**src/rtl/cmp_edge_pkg.sv**
```systemverilog
package cmp_edge_pkg;

   localparam int CTL_W    = 7;
   localparam int FLAG_BIT = 6;

   typedef enum logic [1:0] {
      EDGE_FALL     = 2'b00,
      EDGE_RISE     = 2'b01,
      EDGE_BOTH     = 2'b10,
      EDGE_BOTH_ALT = 2'b11
   } edge_mode_t;

   typedef struct packed {
      logic       pin_en;
      logic       ref_sel;
      edge_mode_t edge_mode;
      logic       irq_en;
      logic       enable;
   } ctl_t;

   // Power mode decode: bit 2 marks any stop state; light stop is 3'b100.
   function automatic logic pm_is_stop(input logic [2:0] m);
      return m[2];
   endfunction

   function automatic logic pm_is_deep(input logic [2:0] m);
      return m[2] & (|m[1:0]);
   endfunction

   function automatic logic pm_is_light(input logic [2:0] m);
      return m[2] & ~(|m[1:0]);
   endfunction

endpackage

```
**src/rtl/cmp_sync.sv**
```systemverilog
module cmp_sync #(
   parameter int STAGES = 2
) (
   input  logic clk,
   input  logic rst_n,
   input  logic hold,
   input  logic clear,
   input  logic d,
   output logic q
);

   logic [STAGES-1:0] chain;

   generate
      if (STAGES < 2) begin : g_bad_stages
         $error("cmp_sync: STAGES must be at least 2");
      end
   endgenerate

   always_ff @(posedge clk or negedge rst_n) begin
      if (!rst_n) begin
         chain <= '0;
      end else if (clear) begin
         chain <= '0;
      end else if (!hold) begin
         chain <= {chain[STAGES-2:0], d};
      end
   end

   assign q = chain[STAGES-1];

endmodule

```
**src/rtl/cmp_edge_det.sv**
```systemverilog
module cmp_edge_det
   import cmp_edge_pkg::*;
#(
   parameter int MASK_CYCLES   = 2,
   parameter int RESUME_CYCLES = 2
) (
   input  logic       clk,
   input  logic       rst_n,
   input  logic       hold,
   input  logic       clear,
   input  logic       enable,
   input  logic       ref_sel,
   input  logic       resume,
   input  logic       level,
   input  edge_mode_t edge_mode,
   output logic       hit
);

   localparam int LOAD_MAX = (MASK_CYCLES > RESUME_CYCLES) ? MASK_CYCLES : RESUME_CYCLES;
   localparam int CW       = $clog2(LOAD_MAX + 1);

   logic          prev_lvl;
   logic          en_d;
   logic          ref_d;
   logic [CW-1:0] mask_cnt;
   logic          start_mask;
   logic          masked;
   logic          rise;
   logic          fall;
   logic          sel_edge;

   assign start_mask = (enable & ~en_d) | (ref_sel != ref_d);
   assign masked     = start_mask | resume | (mask_cnt != '0);
   assign rise       = level & ~prev_lvl;
   assign fall       = ~level & prev_lvl;

   always_comb begin
      case (edge_mode)
         EDGE_FALL:     sel_edge = fall;
         EDGE_RISE:     sel_edge = rise;
         EDGE_BOTH,
         EDGE_BOTH_ALT: sel_edge = rise | fall;
         default:       sel_edge = 1'b0;
      endcase
   end

   assign hit = enable & ~masked & sel_edge;

   always_ff @(posedge clk or negedge rst_n) begin
      if (!rst_n) begin
         prev_lvl <= 1'b0;
         en_d     <= 1'b0;
         ref_d    <= 1'b0;
         mask_cnt <= '0;
      end else if (clear) begin
         prev_lvl <= 1'b0;
         en_d     <= 1'b0;
         ref_d    <= 1'b0;
         mask_cnt <= '0;
      end else if (!hold) begin
         prev_lvl <= level;
         en_d     <= enable;
         ref_d    <= ref_sel;
         if (resume) begin
            mask_cnt <= CW'(RESUME_CYCLES);
         end else if (start_mask) begin
            mask_cnt <= CW'(MASK_CYCLES);
         end else if (mask_cnt != '0) begin
            mask_cnt <= mask_cnt - 1'b1;
         end
      end
   end

endmodule

```
**src/rtl/cmp_flag.sv**
```systemverilog
module cmp_flag (
   input  logic clk,
   input  logic rst_n,
   input  logic hold,
   input  logic clear,
   input  logic set,
   input  logic clr_req,
   output logic flag
);

   always_ff @(posedge clk or negedge rst_n) begin
      if (!rst_n) begin
         flag <= 1'b0;
      end else if (clear) begin
         flag <= 1'b0;
      end else if (!hold) begin
         if (set) begin
            flag <= 1'b1;
         end else if (clr_req) begin
            flag <= 1'b0;
         end
      end
   end

endmodule

```
**src/rtl/cmp_edge_irq_ctrl.sv**
```systemverilog
module cmp_edge_irq_ctrl
   import cmp_edge_pkg::*;
#(
   parameter int SYNC_STAGES = 2,
   parameter int MASK_CYCLES = 2
) (
   input  logic             clk,
   input  logic             rst_n,
   input  logic             reg_we,
   input  logic [CTL_W-1:0] reg_wdata,
   input  logic [2:0]       pm_mode,
   input  logic             cmp_raw,
   output logic [CTL_W-1:0] ctl_rdata,
   output logic             irq_o,
   output logic             cmp_out,
   output logic             ref_sel_o,
   output logic             ana_en
);

   localparam int RESUME_CYCLES = SYNC_STAGES;

   generate
      if (MASK_CYCLES < 1) begin : g_bad_mask
         $error("cmp_edge_irq_ctrl: MASK_CYCLES must be at least 1");
      end
      if ($bits(ctl_t) != CTL_W - 1) begin : g_bad_layout
         $error("cmp_edge_irq_ctrl: control layout does not match CTL_W");
      end
   endgenerate

   ctl_t ctl_q;
   logic stop_any;
   logic stop_light;
   logic stop_deep;
   logic stop_d;
   logic resume;
   logic sync_lvl;
   logic edge_hit;
   logic flag_q;
   logic clr_req;

   assign stop_any   = pm_is_stop(pm_mode);
   assign stop_light = pm_is_light(pm_mode);
   assign stop_deep  = pm_is_deep(pm_mode);
   assign resume     = stop_d & ~stop_any;
   assign clr_req    = reg_we & reg_wdata[FLAG_BIT] & ~stop_any;

   always_ff @(posedge clk or negedge rst_n) begin
      if (!rst_n) begin
         stop_d <= 1'b0;
      end else begin
         stop_d <= stop_any;
      end
   end

   always_ff @(posedge clk or negedge rst_n) begin
      if (!rst_n) begin
         ctl_q <= '0;
      end else if (stop_deep) begin
         ctl_q <= '0;
      end else if (reg_we && !stop_any) begin
         ctl_q <= ctl_t'(reg_wdata[CTL_W-2:0]);
      end
   end

   cmp_sync #(
      .STAGES (SYNC_STAGES)
   ) i_sync (
      .clk   (clk),
      .rst_n (rst_n),
      .hold  (stop_light),
      .clear (stop_deep),
      .d     (cmp_raw),
      .q     (sync_lvl)
   );

   cmp_edge_det #(
      .MASK_CYCLES   (MASK_CYCLES),
      .RESUME_CYCLES (RESUME_CYCLES)
   ) i_edge (
      .clk       (clk),
      .rst_n     (rst_n),
      .hold      (stop_light),
      .clear     (stop_deep),
      .enable    (ctl_q.enable),
      .ref_sel   (ctl_q.ref_sel),
      .resume    (resume),
      .level     (sync_lvl),
      .edge_mode (ctl_q.edge_mode),
      .hit       (edge_hit)
   );

   cmp_flag i_flag (
      .clk     (clk),
      .rst_n   (rst_n),
      .hold    (stop_light),
      .clear   (stop_deep),
      .set     (edge_hit),
      .clr_req (clr_req),
      .flag    (flag_q)
   );

   assign ctl_rdata = {flag_q, ctl_q};
   assign irq_o     = flag_q & ctl_q.irq_en & ctl_q.enable & ~stop_any;
   assign cmp_out   = sync_lvl & ctl_q.pin_en & ctl_q.enable & ~stop_any;
   assign ref_sel_o = ctl_q.ref_sel;
   assign ana_en    = ctl_q.enable & ~stop_any;

endmodule

```
**config.mk**
```make
export PLATFORM = sky130hd
export DESIGN_NAME = cmp_edge_irq_ctrl
export DESIGN_NICKNAME = d
export VERILOG_FILES = /design/src/rtl/cmp_edge_pkg.sv /design/src/rtl/cmp_sync.sv /design/src/rtl/cmp_edge_det.sv /design/src/rtl/cmp_flag.sv /design/src/rtl/cmp_edge_irq_ctrl.sv
export SDC_FILE = /design/constraint.sdc
export NUM_CORES = 1
export LEC_CHECK = 0
export BUFFER_PORTS_ARGS = -buffer_cell sky130_fd_sc_hd__clkbuf_2
export CORE_MARGIN = 2
export CORE_UTILIZATION = 25
export CTS_CLUSTER_SIZE = 20
export DETAILED_ROUTE_END_ITERATION = 8
export GPL_TIMING_DRIVEN = 0
export SETUP_SLACK_MARGIN = 0.2
export SLEW_MARGIN = 40
export SYNTH_ARGS = -nofsm -noshare
export SYNTH_HDL_FRONTEND = slang
export SYNTH_HIERARCHICAL = 1
export SYNTH_SLANG_ARGS = --single-unit
```
**constraint.sdc**
```tcl
create_clock -name clk -period 3.7 [get_ports clk]
set_input_delay 0.74 -clock clk [delete_from_list [all_inputs] [get_ports clk]]
set_output_delay 0.74 -clock clk [all_outputs]
set_load 0.01 [all_outputs]
```
==> results of run 1 <==
==> stage by stage <==
| step | instance area [µm²] | total power [mW] |
|---|---|---|
| 5_1_grt | 1090 | 0.401 |
| 3_5_place_dp | 1070 | 0.286 |
| 2_1_floorplan | 895 | 0.256 |
| 4_1_cts | 1090 | 0.382 |
| 3_3_place_gp | 1070 | 0.282 |
| 6_report | 1090 | 0.374 |
==> cell usage in the layout, fill, tap and decap left out <==
master and n:
a2111oi_2 1, a211o_1 1, a211oi_1 1, a21oi_1 2, a221oi_2 1, a32o_1 1
and2_1 1, and3_1 3, buf_4 3, buf_6 2, clkbuf_1 2, clkbuf_2 23
clkbuf_4 3, dfrtp_1 15, ha_1 3, inv_1 7, mux2i_1 11, nand2_1 5
nand2_2 3, nand2b_1 1, nor2_1 7, nor2b_1 3, nor3b_1 1, o21a_1 1
o21ai_0 1, o22ai_2 6, or2_1 1, or3_1 1, xor2_1 1
==> cells by family after synthesis <==
kind of cell,after synthesis,synth area share
AND/OR/NAND/NOR,26,0.150
AO/OA/AOI/OAI,15,0.172
flip-flops,15,0.420
buffers and inverters,13,0.0839
multiplexers,11,0.123
adder cells (fa/ha/maj),3,0.0420
XOR/XNOR,1,0.00979
==> area by class of cell <==
cell class	instances	area, µm²
Fill cell	344	2300
Multi-Input combinational cell	56	444
Sequential cell	15	375
Timing Repair Buffer	23	115
Tap cell	46	57.6
Buffer	6	48.8
Clock buffer	4	26.3
Inverter	7	26.3
==> path summary, 6_finish.rpt <==
kind | to | cells past startpoint
worst max-delay path | irq_o | 4
worst min-delay path | ctl_rdata[1] | 1
worst max register to register | i_flag/flag | 4
worst min register to register | i_sync/chain[1] | 2
max in group asynchronous | stop_d | 1
min in group clk | i_sync/chain[1] | 2
==> metal layers <==
layer / track usage / up-vias / part of all wire
met2: 0.165 / 5 / 0.53
li1: - / 342 / -
met5: 0 / - / 0
met3: 0.0158 / 2 / 0.0072
met4: 0.0652 / 0 / 0.015
met1: 0.117 / 342 / 0.45
==> report_power, final <==
| group | leakage (nW) | internal, mW | total (mW) | switching (mW) |
|---|---|---|---|---|
| Combinational | 0.315 | 0.0438 | 0.0914 | 0.0476 |
| Sequential | 0.196 | 0.177 | 0.190 | 0.0130 |
| Clock | 0.0150 | 0.0418 | 0.0926 | 0.0508 |
==> sequential cells by signal (all words and copies together), names as in the netlist <==
register,count
i_edge/mask_cnt,2
i_flag/flag,1
ref_sel_o,1
i_edge/ref_d,1
i_edge/en_d,1
i_edge/prev_lvl,1
stop_d,1
ctl_rdata,5
i_sync/chain,2
==> critical path, stage by stage <==
cell	delay [ns]
clkbuf_2	0.17
nor2b_1	0.19
and3_1	0.17
clkbuf_2	0.12
==> metrics.cfg, run 1 <==
[grt]
antenna_found_initial = 0
track_usage = 0.0992
grt_first_pass_wirelength_um = 3170
grt_max_degree = 16
grt_pass1_vias = 711
grt-ovfl-total = 0

[route]
drc = 0
via_per_inst = 4.40
drt-initial-drc-count = 6
vias = 691
drt_pass1_iterations = 3
drtAntennaViolNets = 0
totalWireLength_um = 1800
wl_per_cell_um = 11.5

[pwr]
power.leakage_nw = 0.526
power_density_nw_per_um2 = 342
ir_worst_vdd_mv = 0.145

[clocking]
ctsResizeCount = 0
htreeDepth = 1
clock_sinks = 15
postCtsSetupRepairBufs = 0
ctsHoldBuffers = 0
clk_pin_slew_worst_paths_ns = 0.08
clk_path_buf_depth = 2
cts_tree = built
root_buffer = clkbuf_4
clock_latency_ns = 0.28
cts_made_buffers = 3

[synthesis]
seq_area_frac_synth = 0.420
syn_inst = 84
yosysMostFrequentCell = dfrtp_1
synth_edf_count = 0
synth.cell_area_um2 = 895
syn-mean-instance-area_um2 = 10.7
ys_seq_elements = 15
ys_warn_count = 6
synthTopCellsByCount = 15 x dfrtp_1, 11 x mux2i_1, 7 x inv_1, 7 x nor2_1, 6 x o22ai_2
yosys-top-cells-area = dfrtp_1 42%, mux2i_1 12%, o22ai_2 8.4%
synthFlopType = dfrtp_1
synth_top_cell_by_area = dfrtp_1
synth_cell_type_count = 27
synth_nets = 101
async_reset_ff_frac = 1.00
yosys.area.top_type_share = 0.420

[setup_path]
reg2reg_slack_ns = 2.19
crit_arrival_ns = 1.39
crit_path_end_kind = primary output
critPathKind = primary input to primary output
crit-reg2reg-launch = ref_sel_o
cp.required_ns = 2.96
crit_fanout = 8
startpoint = pm_mode[2]
startpoint_type = primary input

[timing]
relSlewSlack = 0.725
finalHoldViolations = 0
rsz0062_at_grt = no
setup_slack_ns = 1.57
fin_hold_ws_ns = 0.366
tns_ns = 0
period_needed_ns = 2.13
period_share = 0.576
clock.fmax_ghz = 0.469
finalSetupViolCount = 0
drv_slew = 0
final.setup_skew_ns = 0.00166
tightest_slew_ns = 0.412

[floorplan]
core_um2 = 3390
die_area_um2 = 4070
start_util = 0.264
rows = 21
dieWidth_um = 63.8
io_pins = 25
die_h_um = 63.8

[place]
routabilityCongestion = 0.802
dp_hpwl_um = 1360
dp.cells = 153
pre_cts_slack_ns = 1.33
port_buffers = 23

[layout]
nets = 129
stdcell_count = 157
fin_util = 0.323
n_antenna_cell = 0
synthToLayoutAreaGrowth_pct = 22.2
drive_above_1_share = 0.378

[run]
cap_viol_max_count = 0

[worst_hold_path]
hold_class = primary input to async pin

[run_status]
outcome = finished clean

Power figures use the tool's default switching activity.
==> run 2, diff against run 1 <==
==> constraint.sdc (replaced) <==
create_clock -name clk -period 2.1 [get_ports clk]
set_input_delay 0.42 -clock clk [delete_from_list [all_inputs] [get_ports clk]]
set_output_delay 0.42 -clock clk [all_outputs]
set_load 0.01 [all_outputs]
==> metrics.cfg, run 2 (synthesized netlist as in run 1, its figures left out) <==
[run_status]
outcome = finished clean

[clocking]
clk_pin_slew_worst_paths_ns = 0.08
ctsHoldBuffers = 0
clk_path_buf_depth = 2
cts_tree = built
root_buffer = clkbuf_4
clock_sinks = 15
clock_latency_ns = 0.28
cts_made_buffers = 3
postCtsSetupRepairBufs = 0
htreeDepth = 1

[pwr]
power_density_nw_per_um2 = 602
power.leakage_nw = 0.529
ir_worst_vdd_mv = 0.256

[setup_path]
crit_family = flip-flops
crit_path_end_kind = primary output
startpoint_type = flip-flop
worstPathCellList = nor2b_1, and3_1, clkbuf_2
crit_fanout = 7
critical_path_buf_inv_count = 1
critPathKind = flip-flop to primary output
slowest_stage = dfrtp_1
cp.required_ns = 1.68
crit_arrival_ns = 1.26
slowest_delay_ns = 0.47

[route]
top_layer = met4
drtAntennaViolNets = 0
vias = 694
met1_length_um = 798
met3_length_um = 13
totalWireLength_um = 1790
wl_met2_um = 951
drt_pass1_iterations = 3
wl_per_cell_um = 11.4
via_per_inst = 4.42
drt-initial-drc-count = 6
drc = 0

[timing]
rsz0062_at_grt = no
tns_ns = 0
finalHoldViolations = 0
period_needed_ns = 1.68
relSlewSlack = 0.737
final.setup_skew_ns = 0.00178
clock.fmax_ghz = 0.596
drv_slew = 0
fin_hold_ws_ns = 0.0457
tightest_slew_ns = 0.394
period_share = 0.799
finalSetupViolCount = 0

[floorplan]
io_pins = 25
core_um2 = 3390
dieWidth_um = 63.8
rows = 21
die_area_um2 = 4070
start_util = 0.264
die_h_um = 63.8

[place]
routabilityCongestion = 0.802
port_buffers = 23
dp_hpwl_um = 1360

[layout]
fillers = 344
mostFrequentLayoutCells = 24 x clkbuf_2, 15 x dfrtp_1, 11 x mux2i_1
synthToLayoutAreaGrowth_pct = 22.4
nets = 129
n_antenna_cell = 0
drive_above_1_share = 0.387
layout_commonest_cell = clkbuf_2
largest_register_ffs = 5

[grt]
grt-ovfl-total = 0
track_usage = 0.0992
antenna_found_initial = 0
grt_first_pass_wirelength_um = 3170
grt_pass1_vias = 711
grt_max_degree = 16

[run]
cap_viol_max_count = 0

[worst_hold_path]
hold_class = primary input to async pin

run 2: cell types whose count changed in the layout (fill, tap and decap cells not counted):
cell      previous run  this run
clkbuf_1             2         1
clkbuf_2            23        24
run 2: where the power goes:
| group | internal (mW) | switching [mW] |
|---|---|---|
| logic | 0.0774 | 0.0838 |
| clock network | 0.0737 | 0.0896 |
| registers | 0.312 | 0.0227 |
| total | 0.463 | 0.196 |
run 2: final timing paths:
kind	startpoint	end	slack, ns	cells past startpoint
setup / recovery	ctl_rdata[0]	irq_o	0.42	3
hold / removal	rst_n	ctl_rdata[1]	0.05	1
setup reg to reg	ref_sel_o	i_flag/flag	0.60	4
hold reg to reg	i_sync/chain[0]	i_sync/chain[1]	0.52	2
max in group asynchronous	rst_n	stop_d	1.78	1
min in group clk	cmp_raw	i_sync/chain[0]	0.38	3
run 2: stage by stage:
| step | instances | power (mW) | utilization | worst slack [ns] | cell area (µm²) |
|---|---|---|---|---|---|
| 2_1_floorplan | 84 | 0.451 | - | 0.319 | 895 |
| 3_3_place_gp | 153 | 0.496 | 0.315 | 0.0890 | 1070 |
| 3_5_place_dp | 153 | 0.504 | 0.315 | 0.0460 | 1070 |
| 4_1_cts | 157 | 0.674 | 0.323 | 0.349 | 1090 |
| 5_1_grt | 157 | 0.707 | 0.323 | 0.302 | 1090 |
| 6_report | 157 | 0.659 | 0.323 | 0.422 | 1090 |
run 2: final cells by class:
| class | count | area, µm² | share of cell area |
|---|---|---|---|
| Tap cell | 46 | 57.6 | 0.0526 |
| Inverter | 7 | 26.3 | 0.0240 |
| Multi-Input combinational cell | 56 | 444 | 0.406 |
| Sequential cell | 15 | 375 | 0.343 |
| Timing Repair Buffer | 23 | 115 | 0.105 |
| Buffer | 6 | 50.0 | 0.0457 |
| Clock buffer | 4 | 26.3 | 0.0240 |
run 2: metal layers:
metal	track usage	vias to the layer above
met3	0.0158	2
met1	0.117	345
met5	0	-
li1	-	342
met4	0.0652	0
met2	0.165	5
run 2: repair_timing:
action                                 4_1_cts  5_1_grt
setup endpoints to repair                    0        1
endpoints found under the hold margin        0        0
resized for setup                            0        2
